## src/rtl/dual_task_sched_pkg.sv

```systemverilog
package dual_task_sched_pkg;

  localparam int NUM_TASKS = 2;

  typedef enum logic [1:0] {
    ST_IDLE = 2'd0,
    ST_SKIP = 2'd1,
    ST_WAIT = 2'd2,
    ST_RUN  = 2'd3
  } schedState_t;

  typedef enum logic [1:0] {
    SC_NOW   = 2'd0,
    SC_VSYNC = 2'd1,
    SC_FID0  = 2'd2,
    SC_FID1  = 2'd3
  } startCond_t;

  // Strobes from the control FSM to the datapath registers
  typedef struct packed {
    logic arm;       // load armed task, skip counter and sync flag
    logic tgt;       // task being armed (0 = A, 1 = B)
    logic fromDone;  // arming follows the end of a task
    logic skipDec;   // one field skipped
    logic vsClear;   // vertical sync seen while waiting
    logic goStart;   // start the armed task
    logic latchEn;   // sample the enable inputs
  } schedStrobe_t;

endpackage

```

## src/rtl/dual_task_sched_dp.sv

```systemverilog
module dual_task_sched_dp
  import dual_task_sched_pkg::*;
#(
  parameter int SKIP_W = 3
) (
  input  logic                               clk,
  input  logic                               rstN,
  input  logic                               swRstN,
  input  logic                               vSync,
  input  logic                               fid,
  input  logic                               winReached,
  input  logic                               taskDone,
  input  logic                               taskActive,
  input  logic [NUM_TASKS-1:0]               enIn,
  input  logic [NUM_TASKS-1:0][1:0]          condIn,
  input  logic [NUM_TASKS-1:0]               repeatIn,
  input  logic [NUM_TASKS-1:0][SKIP_W-1:0]   skipIn,
  input  schedStrobe_t                       strobe,
  output logic [NUM_TASKS-1:0]               effEn,
  output logic [NUM_TASKS-1:0]               skipNz,
  output logic                               curSel,
  output logic                               curRepeat,
  output logic                               cntOne,
  output logic                               startOk,
  output logic                               selOut,
  output logic                               toggleOut,
  output logic                               startOut
);

  localparam logic [SKIP_W-1:0] SKIP_ONE = SKIP_W'(1);

  logic [NUM_TASKS-1:0] effEnQ;
  logic                 armSelQ;
  logic [SKIP_W-1:0]    skipCntQ;
  logic                 needVsQ;
  logic                 selQ;
  logic                 toggleQ;
  logic                 startQ;
  logic [1:0]           curCond;
  logic                 fidOk;

  genvar gi;
  generate
    for (gi = 0; gi < NUM_TASKS; gi++) begin : g_task
      assign skipNz[gi] = |skipIn[gi];
    end
  endgenerate

  assign curCond   = condIn[armSelQ];
  assign curRepeat = repeatIn[armSelQ];
  assign fidOk     = (curCond == SC_NOW) || (curCond == SC_VSYNC) || (fid == curCond[0]);
  assign startOk   = winReached && !needVsQ && fidOk;
  assign cntOne    = (skipCntQ == SKIP_ONE);

  always_ff @(posedge clk or negedge rstN) begin
    if (!rstN) begin
      effEnQ   <= '0;
      armSelQ  <= 1'b0;
      skipCntQ <= '0;
      needVsQ  <= 1'b0;
      selQ     <= 1'b0;
      toggleQ  <= 1'b0;
      startQ   <= 1'b0;
    end else if (!swRstN) begin
      effEnQ   <= '0;
      armSelQ  <= 1'b0;
      skipCntQ <= '0;
      needVsQ  <= 1'b0;
      selQ     <= 1'b0;
      toggleQ  <= 1'b0;
      startQ   <= 1'b0;
    end else begin
      if (strobe.latchEn) effEnQ <= enIn;
      if (strobe.arm) begin
        armSelQ  <= strobe.tgt;
        skipCntQ <= skipIn[strobe.tgt];
        needVsQ  <= strobe.fromDone || (condIn[strobe.tgt] != SC_NOW);
      end else begin
        if (strobe.skipDec) skipCntQ <= skipCntQ - SKIP_ONE;
        if (strobe.vsClear) needVsQ <= 1'b0;
      end
      startQ <= strobe.goStart;
      if (strobe.goStart) begin
        selQ    <= armSelQ;
        toggleQ <= ~toggleQ;
      end
    end
  end

  assign effEn     = effEnQ;
  assign curSel    = armSelQ;
  assign selOut    = selQ;
  assign toggleOut = toggleQ;
  assign startOut  = startQ;

  // Checker state: end of task seen since the last vertical sync
  logic doneSinceVsQ;
  logic swClrQ;
  always_ff @(posedge clk or negedge rstN) begin
    if (!rstN) begin
      doneSinceVsQ <= 1'b0;
      swClrQ       <= 1'b0;
    end else begin
      swClrQ <= !swRstN;
      if (!swRstN || vSync) doneSinceVsQ <= 1'b0;
      else if (taskDone && taskActive) doneSinceVsQ <= 1'b1;
    end
  end


  start_single_chk: assert property (@(posedge clk) disable iff (!rstN)
    startQ |=> !startQ);


  toggle_flip_chk: assert property (@(posedge clk) disable iff (!rstN)
    startQ |-> (toggleQ != $past(toggleQ)));


  hold_between_chk: assert property (@(posedge clk) disable iff (!rstN || !swRstN || swClrQ)
    !startQ |-> ($stable(toggleQ) && $stable(selQ)));


  window_gate_chk: assert property (@(posedge clk) disable iff (!rstN)
    startQ |-> $past(winReached));


  fid_match_chk: assert property (@(posedge clk) disable iff (!rstN)
    (startQ && $past(curCond[1])) |-> ($past(fid) == $past(curCond[0])));


  no_same_field_chk: assert property (@(posedge clk) disable iff (!rstN)
    startQ |-> !doneSinceVsQ);

endmodule

```

## src/rtl/dual_task_sched_ctrl.sv

```systemverilog
module dual_task_sched_ctrl
  import dual_task_sched_pkg::*;
(
  input  logic                 clk,
  input  logic                 rstN,
  input  logic                 swRstN,
  input  logic                 vSync,
  input  logic                 taskDone,
  input  logic [NUM_TASKS-1:0] enIn,
  input  logic [NUM_TASKS-1:0] effEn,
  input  logic [NUM_TASKS-1:0] skipNz,
  input  logic                 curSel,
  input  logic                 curRepeat,
  input  logic                 cntOne,
  input  logic                 startOk,
  output schedStrobe_t         strobe,
  output logic                 taskActive
);

  schedState_t stateQ, stateD;
  logic        repDoneQ, repDoneD;
  logic        curEnNew, othEnNew;

  assign curEnNew = enIn[curSel];
  assign othEnNew = enIn[~curSel];

  always_comb begin
    stateD   = stateQ;
    repDoneD = repDoneQ;
    strobe   = '0;
    unique case (stateQ)
      ST_IDLE: begin
        strobe.latchEn = 1'b1;
        if (|effEn) begin
          strobe.arm = 1'b1;
          strobe.tgt = !effEn[0];
          repDoneD   = 1'b0;
          stateD     = skipNz[!effEn[0]] ? ST_SKIP : ST_WAIT;
        end
      end
      ST_SKIP: begin
        if (vSync) begin
          strobe.skipDec = 1'b1;
          if (cntOne) stateD = ST_WAIT;
        end
      end
      ST_WAIT: begin
        strobe.vsClear = vSync;
        if (startOk) begin
          strobe.goStart = 1'b1;
          stateD         = ST_RUN;
        end
      end
      ST_RUN: begin
        if (taskDone) begin
          strobe.latchEn  = 1'b1;
          strobe.fromDone = 1'b1;
          if (curRepeat && curEnNew && !repDoneQ) begin
            strobe.arm = 1'b1;
            strobe.tgt = curSel;
            repDoneD   = 1'b1;
          end else if (othEnNew) begin
            strobe.arm = 1'b1;
            strobe.tgt = ~curSel;
            repDoneD   = 1'b0;
          end else if (curEnNew) begin
            strobe.arm = 1'b1;
            strobe.tgt = curSel;
            repDoneD   = 1'b0;
          end
          if (strobe.arm) stateD = skipNz[strobe.tgt] ? ST_SKIP : ST_WAIT;
          else            stateD = ST_IDLE;
        end
      end
      default: stateD = ST_IDLE;
    endcase
  end

  always_ff @(posedge clk or negedge rstN) begin
    if (!rstN) begin
      stateQ   <= ST_IDLE;
      repDoneQ <= 1'b0;
    end else if (!swRstN) begin
      stateQ   <= ST_IDLE;
      repDoneQ <= 1'b0;
    end else begin
      stateQ   <= stateD;
      repDoneQ <= repDoneD;
    end
  end

  assign taskActive = (stateQ == ST_RUN);


  sw_idle_chk: assert property (@(posedge clk) disable iff (!rstN)
    !swRstN |=> (stateQ == ST_IDLE));


  run_holds_chk: assert property (@(posedge clk) disable iff (!rstN || !swRstN)
    (taskActive && !taskDone) |=> taskActive);

endmodule

```

## src/rtl/dual_task_sched.sv

```systemverilog
module dual_task_sched
  import dual_task_sched_pkg::*;
#(
  parameter int SKIP_W = 3
) (
  input  logic              clk,
  input  logic              rstN,
  input  logic              swRstN,
  input  logic              vSync,
  input  logic              fid,
  input  logic              winReached,
  input  logic              taskDone,
  input  logic              enA,
  input  logic              enB,
  input  logic [1:0]        condA,
  input  logic [1:0]        condB,
  input  logic              repeatA,
  input  logic              repeatB,
  input  logic [SKIP_W-1:0] skipA,
  input  logic [SKIP_W-1:0] skipB,
  output logic              selB,
  output logic              taskActive,
  output logic              taskStart,
  output logic              toggleFlag
);

  logic [NUM_TASKS-1:0]             enVec;
  logic [NUM_TASKS-1:0][1:0]        condVec;
  logic [NUM_TASKS-1:0]             repVec;
  logic [NUM_TASKS-1:0][SKIP_W-1:0] skipVec;
  logic [NUM_TASKS-1:0]             effEn;
  logic [NUM_TASKS-1:0]             skipNz;
  logic                             curSel, curRepeat, cntOne, startOk;
  schedStrobe_t                     strobe;

  assign enVec   = {enB, enA};
  assign condVec = {condB, condA};
  assign repVec  = {repeatB, repeatA};
  assign skipVec = {skipB, skipA};

  dual_task_sched_ctrl u_ctrl (
    .clk        (clk),
    .rstN       (rstN),
    .swRstN     (swRstN),
    .vSync      (vSync),
    .taskDone   (taskDone),
    .enIn       (enVec),
    .effEn      (effEn),
    .skipNz     (skipNz),
    .curSel     (curSel),
    .curRepeat  (curRepeat),
    .cntOne     (cntOne),
    .startOk    (startOk),
    .strobe     (strobe),
    .taskActive (taskActive)
  );

  dual_task_sched_dp #(.SKIP_W(SKIP_W)) u_dp (
    .clk        (clk),
    .rstN       (rstN),
    .swRstN     (swRstN),
    .vSync      (vSync),
    .fid        (fid),
    .winReached (winReached),
    .taskDone   (taskDone),
    .taskActive (taskActive),
    .enIn       (enVec),
    .condIn     (condVec),
    .repeatIn   (repVec),
    .skipIn     (skipVec),
    .strobe     (strobe),
    .effEn      (effEn),
    .skipNz     (skipNz),
    .curSel     (curSel),
    .curRepeat  (curRepeat),
    .cntOne     (cntOne),
    .startOk    (startOk),
    .selOut     (selB),
    .toggleOut  (toggleFlag),
    .startOut   (taskStart)
  );


  start_active_chk: assert property (@(posedge clk) disable iff (!rstN)
    taskStart |-> taskActive);


  sw_clear_chk: assert property (@(posedge clk) disable iff (!rstN)
    !swRstN |=> (!taskActive && !toggleFlag && !selB && !taskStart));

endmodule

```

## config.mk

```make
export PLATFORM = sky130hd
export DESIGN_NAME = dual_task_sched
export DESIGN_NICKNAME = d
export VERILOG_FILES = /design/src/rtl/dual_task_sched_pkg.sv /design/src/rtl/dual_task_sched_dp.sv /design/src/rtl/dual_task_sched_ctrl.sv /design/src/rtl/dual_task_sched.sv
export SDC_FILE = /design/constraint.sdc
export NUM_CORES = 1
export LEC_CHECK = 0
export BUFFER_PORTS_ARGS = -buffer_cell sky130_fd_sc_hd__buf_4
export CAP_MARGIN = 20
export CORE_MARGIN = 2
export CORE_UTILIZATION = 56
export DETAILED_ROUTE_END_ITERATION = 8
export GPL_TIMING_DRIVEN = 0
export PLACE_DENSITY = 0.79
export SYNTH_ARGS = -nofsm -noshare
export SYNTH_HDL_FRONTEND = slang
export SYNTH_SLANG_ARGS = --single-unit
export TNS_END_PERCENT = 1
```

## constraint.sdc

```tcl
create_clock -name clk -period 2.4 [get_ports clk]
set_input_delay 0 -clock clk [delete_from_list [all_inputs] [get_ports clk]]
set_output_delay 0 -clock clk [all_outputs]
set_load 0.1 [all_outputs]
```

==> Word-level counts from Yosys, hierarchy flattened <==
Cells that the tools add are included.
Widths: inputs -> output; s select.
{ "op_classes": {"n_addsub": 1, "multipliers": 0, "div_mod_pow": 0, "n_lt_le_gt_ge": 5, "eq_ne": 18, "shift": 0, "mux": 63, "bitwise_logic": 2, "n_reduce_logical": 18} }
{ "op_table": {"columns": ["cell", "count"], "rows": [
  ["$mux 2", 22],
  ["$mux 1", 31],
  ["$mux 3", 6],
  ["$ne 3x3->1 const B", 4],
  ["$lt 1x2->1 const B", 5],
  ["$ne 3x1->1 const B", 3],
  ["$pmux 2 s4", 1],
  ["$ne 2x1->1 const B", 3],
  ["$reduce_or 3->1", 2],
  ["$ne 5x2->1 const B", 1],
  ["$reduce_and 5->1", 1],
  ["$eq 2x1->1 const B", 2],
  ["$eq 2x2->1 const B", 2],
  ["$logic_and 1x1->1", 4],
  ["$logic_not 2->1", 2],
  ["$pmux 1 s2", 2],
  ["$pmux 2 s2", 1],
  ["$reduce_and 4->1", 1],
  ["$eq 3x1->1 const B", 1],
  ["$logic_not 1->1", 3],
  ["$logic_or 1x1->1", 3],
  ["$ne 3x2->1 const B", 1],
  ["$sub 3x1->3 const B", 1],
  ["$not 1->1", 2],
  ["3 further kinds", 3]
]} }
{ "word_totals": {"ff_bits": 13, "latch_bits": 0, "ramBits": 0, "rom_bits": 0, "in_bits": 21, "out_inout_bits": 4, "wordCells": 116, "n_memories": 0} }

==> Longest topological paths before layout <==
{ "depth": {"ltp_word": 15, "ltp_mapped": 7, "depth_no_buf": 7} }

==> Hierarchy <==
Synthesis repeated with hierarchy kept, for this count alone.
{ "unflattened": {"cells_unflattened": 116, "area_unflattened_um2": 1089.8} }
{ "by_module_without_submodules": {"columns": ["module", "instances", "cells_per_inst", "area_each_um2", "seq_area_each_um2"], "rows": [
  ["dual_task_sched_dp", 1, 56, 611.8, 250.2],
  ["dual_task_sched_ctrl", 1, 60, 478.0, 75.1]
]} }

==> Worst setup path before layout <==
Ideal clock, no wire load.
{ "synth_timing": {"path_kind": "register to register", "startpoint": "reg u_ctrl.stateQ[1]", "endpoint": "reg u_dp.skipCntQ[1]", "setup_time_ns": 0.131, "arrival_ns": 2.131, "t_required_ns": 2.269, "setup_slack_ns": 0.137, "path_stages_with_launch": 7, "path_buffers": 0, "period_less_slack_ns": 2.263, "path_cell_list": "dfrtp_1 -> ha_1 -> and2_1 -> o2111ai_2 -> and2_4 -> a221oi_2 -> o32ai_1"} }
{ "synth_via": {"elab_chain_len": 6, "word_cells_on_any_way": 10, "classes_between": "3 x eq/ne; 6 x mux; 1 x reduce/logical"} }
{ "synth_rtl": {"columns": ["element", "line", "rtl"], "rows": [
  ["from (decl)", "dual_task_sched_ctrl.sv:20", "schedState_t stateQ, stateD;"],
  ["from (signal assigned)", "dual_task_sched_ctrl.sv:87", "stateQ <= stateD;"],
  ["$eq 2x2->1 *", null, null],
  ["net taskActive", "dual_task_sched.sv:22", "output logic taskActive,"],
  ["$pmux 2 s2 *", "dual_task_sched_ctrl.sv:31", "unique case (stateQ)"],
  ["$mux 3 (not written as such) (2 in series)", "dual_task_sched_dp.sv:76", "skipCntQ <= skipIn[strobe.tgt];"],
  ["$mux 3", "dual_task_sched_dp.sv:74", "if (strobe.arm) begin"],
  ["$mux 3", "dual_task_sched_dp.sv:64", "end else if (!swRstN) begin"],
  ["to (signal assigned)", "dual_task_sched_dp.sv:76", null],
  ["to (signal assigned)", "dual_task_sched_dp.sv:79", "if (strobe.skipDec) skipCntQ <= skipCntQ - SKIP_ONE;"],
  ["to (decl)", "dual_task_sched_dp.sv:34", "logic [SKIP_W-1:0] skipCntQ;"]
]} }
The timed path passes the listed nets; every way through them passes the cells marked *. The select of a mux whose other input is x is not followed.
A chain may end at the register's enable or synchronous reset.

==> Worst setup path in the final report <==
{ "layout_timing": {"startpoint": "reg u_ctrl.stateQ[0]", "endpoint": "reg u_dp.skipCntQ[1]"} }
{ "layout_via": {"elab_chain_len": 6, "word_cells_on_any_way": 10, "classes_between": "3 x eq/ne; 6 x mux; 1 x reduce/logical"} }
{ "layout_rtl": {"columns": ["element", "line"], "rows": [
  ["$eq 2x2->1 / $logic_not 2->1 (equally long branches)", "dual_task_sched_ctrl.sv:31"],
  ["$pmux 2 s2", "dual_task_sched_ctrl.sv:31"],
  ["$mux 3 (not written as such) (2 in series)", "dual_task_sched_dp.sv:76"],
  ["$mux 3", "dual_task_sched_dp.sv:74"],
  ["$mux 3", "dual_task_sched_dp.sv:64"]
]} }
Several ways; a longest one is shown, not always the timed one. The select of a mux whose other input is x is not followed.

==> out/qor.yml <==
p_leak_nw: 0.5706
critPathLaunchType: "flip-flop"
finalCritPeriodShare_pct: 79.97
cp.required_ps: 2560
synth_nets: 148
synth_top_flop_cell: "dfrtp_1"
die_area_um2: 2239
syn_avg_cell_area_um2: 8.686
yosys_warnings: 0
core.rowCount: 15
final_max_slew_viol_count: 0
antenna_found_initial: 0
placed_area_um2: 1262
synth_edf_count: 0
portBuffers: 24
path_cells: "inv_1 > ha_1 > o21ai_1 > a21oi_4 > o21ai_0 > a221oi_2 > o32ai_1"
routed_via_density: 5.846
fmax_mhz: 521.0
rsz0062_at_grt: "false"
worstSetupPathType: "reg2reg"
regToRegStartpoint: "u_ctrl.stateQ[0]$_DFFE_PN0P_"
pre_cts_ws_ps: 519.8
initial_core_util_pct: 60.22
ir_worst_vdd_mv: 0.4870
cp.arrival_ps: 2080
fin_area_um2: 1299
timing.final.ws_setup_ps: 480.8
reg2reg_depth: 7
num_vias: 1023
nets: 178
min_period_ps: 1919
wl_per_cell_um: 13.74
ant_nets: 0
setup_tns_ps: 0
worst_pin_slew_ps: 396.4
drive_gt1_share_pct: 24.00
area_delta_synth_final_pct: 23.57
powerDensity_nw_per_um2: 853.6
critPathSlowestCell: "dfrtp_1"
worstHoldEndpoint: "u_dp.effEn[1]$_DFFE_PN0P_"
skew_ps: 1.297
endpoint_kind: "flip-flop"
dr.pass1.iters: 4
clock_sink_count: 13
grt_pass1_vias: 922
slowest_delay_ps: 410
hold_viol: 0
num_antenna_cells: 0
timing.hold.ws_ps: 6.120
synth_cell_types: 38
remaining_drc_errors: 0
synthCells: 121
cts_buffer_depth: 2
gr-total-overflow: 0
r2r-end: "u_dp.skipCntQ[1]$_DFFE_PN0P_"
cts-root-buf: "clkbuf_4"
die_y_um: 47.32
max-slew-margin-rel_pct: 73.57
rrSetupSlack_ps: 480
ys_ff_latch: 13
grt_start_max_net_pins: 14
finalPower_mw: 1.109
critPathLaunch: "u_ctrl.stateQ[0]$_DFFE_PN0P_"
grt_usage_pct: 25.20
fp.dieW_um: 47.32
setup_violations: 0
synth-seq-area-share_pct: 30.95
cts_tree: "built"
h-tree-depth: 1
holdCritStartpoint: "enB"
drt_first_iter_violations: 28
dp_hpwl_um: 1919
place.gp.congestion: 0.8830
holdPathStages: 3
mostFrequentLayoutCells: "buf_4, dfrtp_1, inv_1, nor2_1, o21ai_0"
cts_buffers: 3
final_common_cell: "buf_4"
syn-cell-area_um2: 1051
status: "finished, final reports clean"
synth_async_sr_flop_share_pct: 100.0
holdCritPathClass: "in2reg"
clkTransAtPathRegs_ps: 80
wl_um: 2405
ioPinCount: 25
insertion_delay_ps: 280
core_um2: 1745
cap_violations: 0
critPathMaxFanout: 10
grt_pass1_wl_um: 3953
through the flow:
| step | utilization (%) | std cells |
|---|---|---|
| after detailed placement | 72.33 | 170 |
| final | 74.41 | 175 |
| after CTS | 74.41 | 175 |
| after global routing | 74.41 | 175 |
| after global placement | 72.33 | 170 |
| after floorplan | - | 121 |
metal layers:
layer / vias to the layer above / part of all wire, % / track usage, %
met5: - / 0 / 0
met4: 0 / 0.67 / 5.000
met3: 3 / 8.7 / 4.615
met2: 47 / 46 / 44.05
met1: 469 / 45 / 32.24
li1: 504 / - / -
power breakdown:
| group | total, mW | switching (mW) | internal (mW) |
|---|---|---|---|
| Sequential | 0.341 | 0.0611 | 0.280 |
| Clock | 0.143 | 0.0785 | 0.0646 |
| Combinational | 0.625 | 0.363 | 0.262 |
| Total | 1.11 | 0.502 | 0.607 |
area by class of cell:
| class | count | area, µm² |
|---|---|---|
| well taps | 25 | 31.28 |
| fillers | 146 | 446.7 |
| repair buffers | 25 | 190.2 |
| inverters | 12 | 45.04 |
| flip-flops and latches | 13 | 325.3 |
| multi-input cells | 96 | 680.7 |
| clock buffers | 4 | 26.28 |
sequential cells by signal, indices dropped and copies added (netlist names):
signal,cells
u_dp.startOut,1
u_dp.skipCntQ,3
u_dp.selOut,1
u_dp.needVsQ,1
u_dp.toggleOut,1
u_dp.effEn,2
u_dp.curSel,1
u_ctrl.repDoneQ,1
u_ctrl.stateQ,2
cell families (layout without fill, tap and decap cells):
group | count (synthesis) | after routing | share of synthesized area (%)
adder cells (fa/ha/maj) | 6 | 6 | 7.143
buffers and inverters | 12 | 41 | 4.285
AND/OR/NAND/NOR | 44 | 44 | 22.62
flip-flops | 13 | 13 | 30.95
XOR/XNOR | 5 | 5 | 4.166
multiplexers | 2 | 2 | 1.905
AO/OA/AOI/OAI | 39 | 39 | 28.93
critical path: cells and delay by family, from the launching register on:
| family | cells | cell delay, ps |
|---|---|---|
| AO/OA/AOI/OAI | 5 | 970 |
| adder cells (fa/ha/maj) | 1 | 310 |
| flip-flops | 1 | 410 |
| buffers and inverters | 1 | 110 |
Yosys cell counts, types with 2 or more instances:
cell / instances / area [µm²]
dfrtp_1: 13 / 325.3
nor3_1: 3 / 15.01
nor4_1: 2 / 12.51
o22ai_1: 2 / 12.51
nor2b_1: 3 / 18.77
ha_1: 6 / 75.07
nand2_1: 8 / 30.03
a21oi_1: 8 / 40.04
nand3_1: 3 / 15.01
mux2i_1: 2 / 20.02
o21ai_1: 2 / 10.01
o21ai_0: 11 / 55.05
or2_1: 2 / 12.51
xnor2_1: 4 / 35.03
o32ai_1: 2 / 17.52
and2_1: 2 / 12.51
a211oi_1: 4 / 30.03
nand3b_1: 2 / 15.01
nor2_1: 12 / 45.04
inv_1: 12 / 45.04
how the worst max path moves through the flow:
stage	to	slack, ps
after global placement	u_dp.skipCntQ[1]$_DFFE_PN0P_	570
final	u_dp.skipCntQ[1]$_DFFE_PN0P_	480
after CTS	u_dp.skipCntQ[1]$_DFFE_PN0P_	510
after detailed placement	u_dp.skipCntQ[1]$_DFFE_PN0P_	520
after floorplan	u_dp.skipCntQ[1]$_DFFE_PN0P_	140
after global routing	u_dp.skipCntQ[1]$_DFFE_PN0P_	330
what timing repair did:
| item | CTS | global route |
|---|---|---|
| hold buffers | 1 | 0 |
| setup buffers | 0 | 0 |
| resized for setup | 0 | 0 |
| endpoints found under the hold margin | 13 | 0 |
No activity file was read; power rests on OpenSTA's default activity.
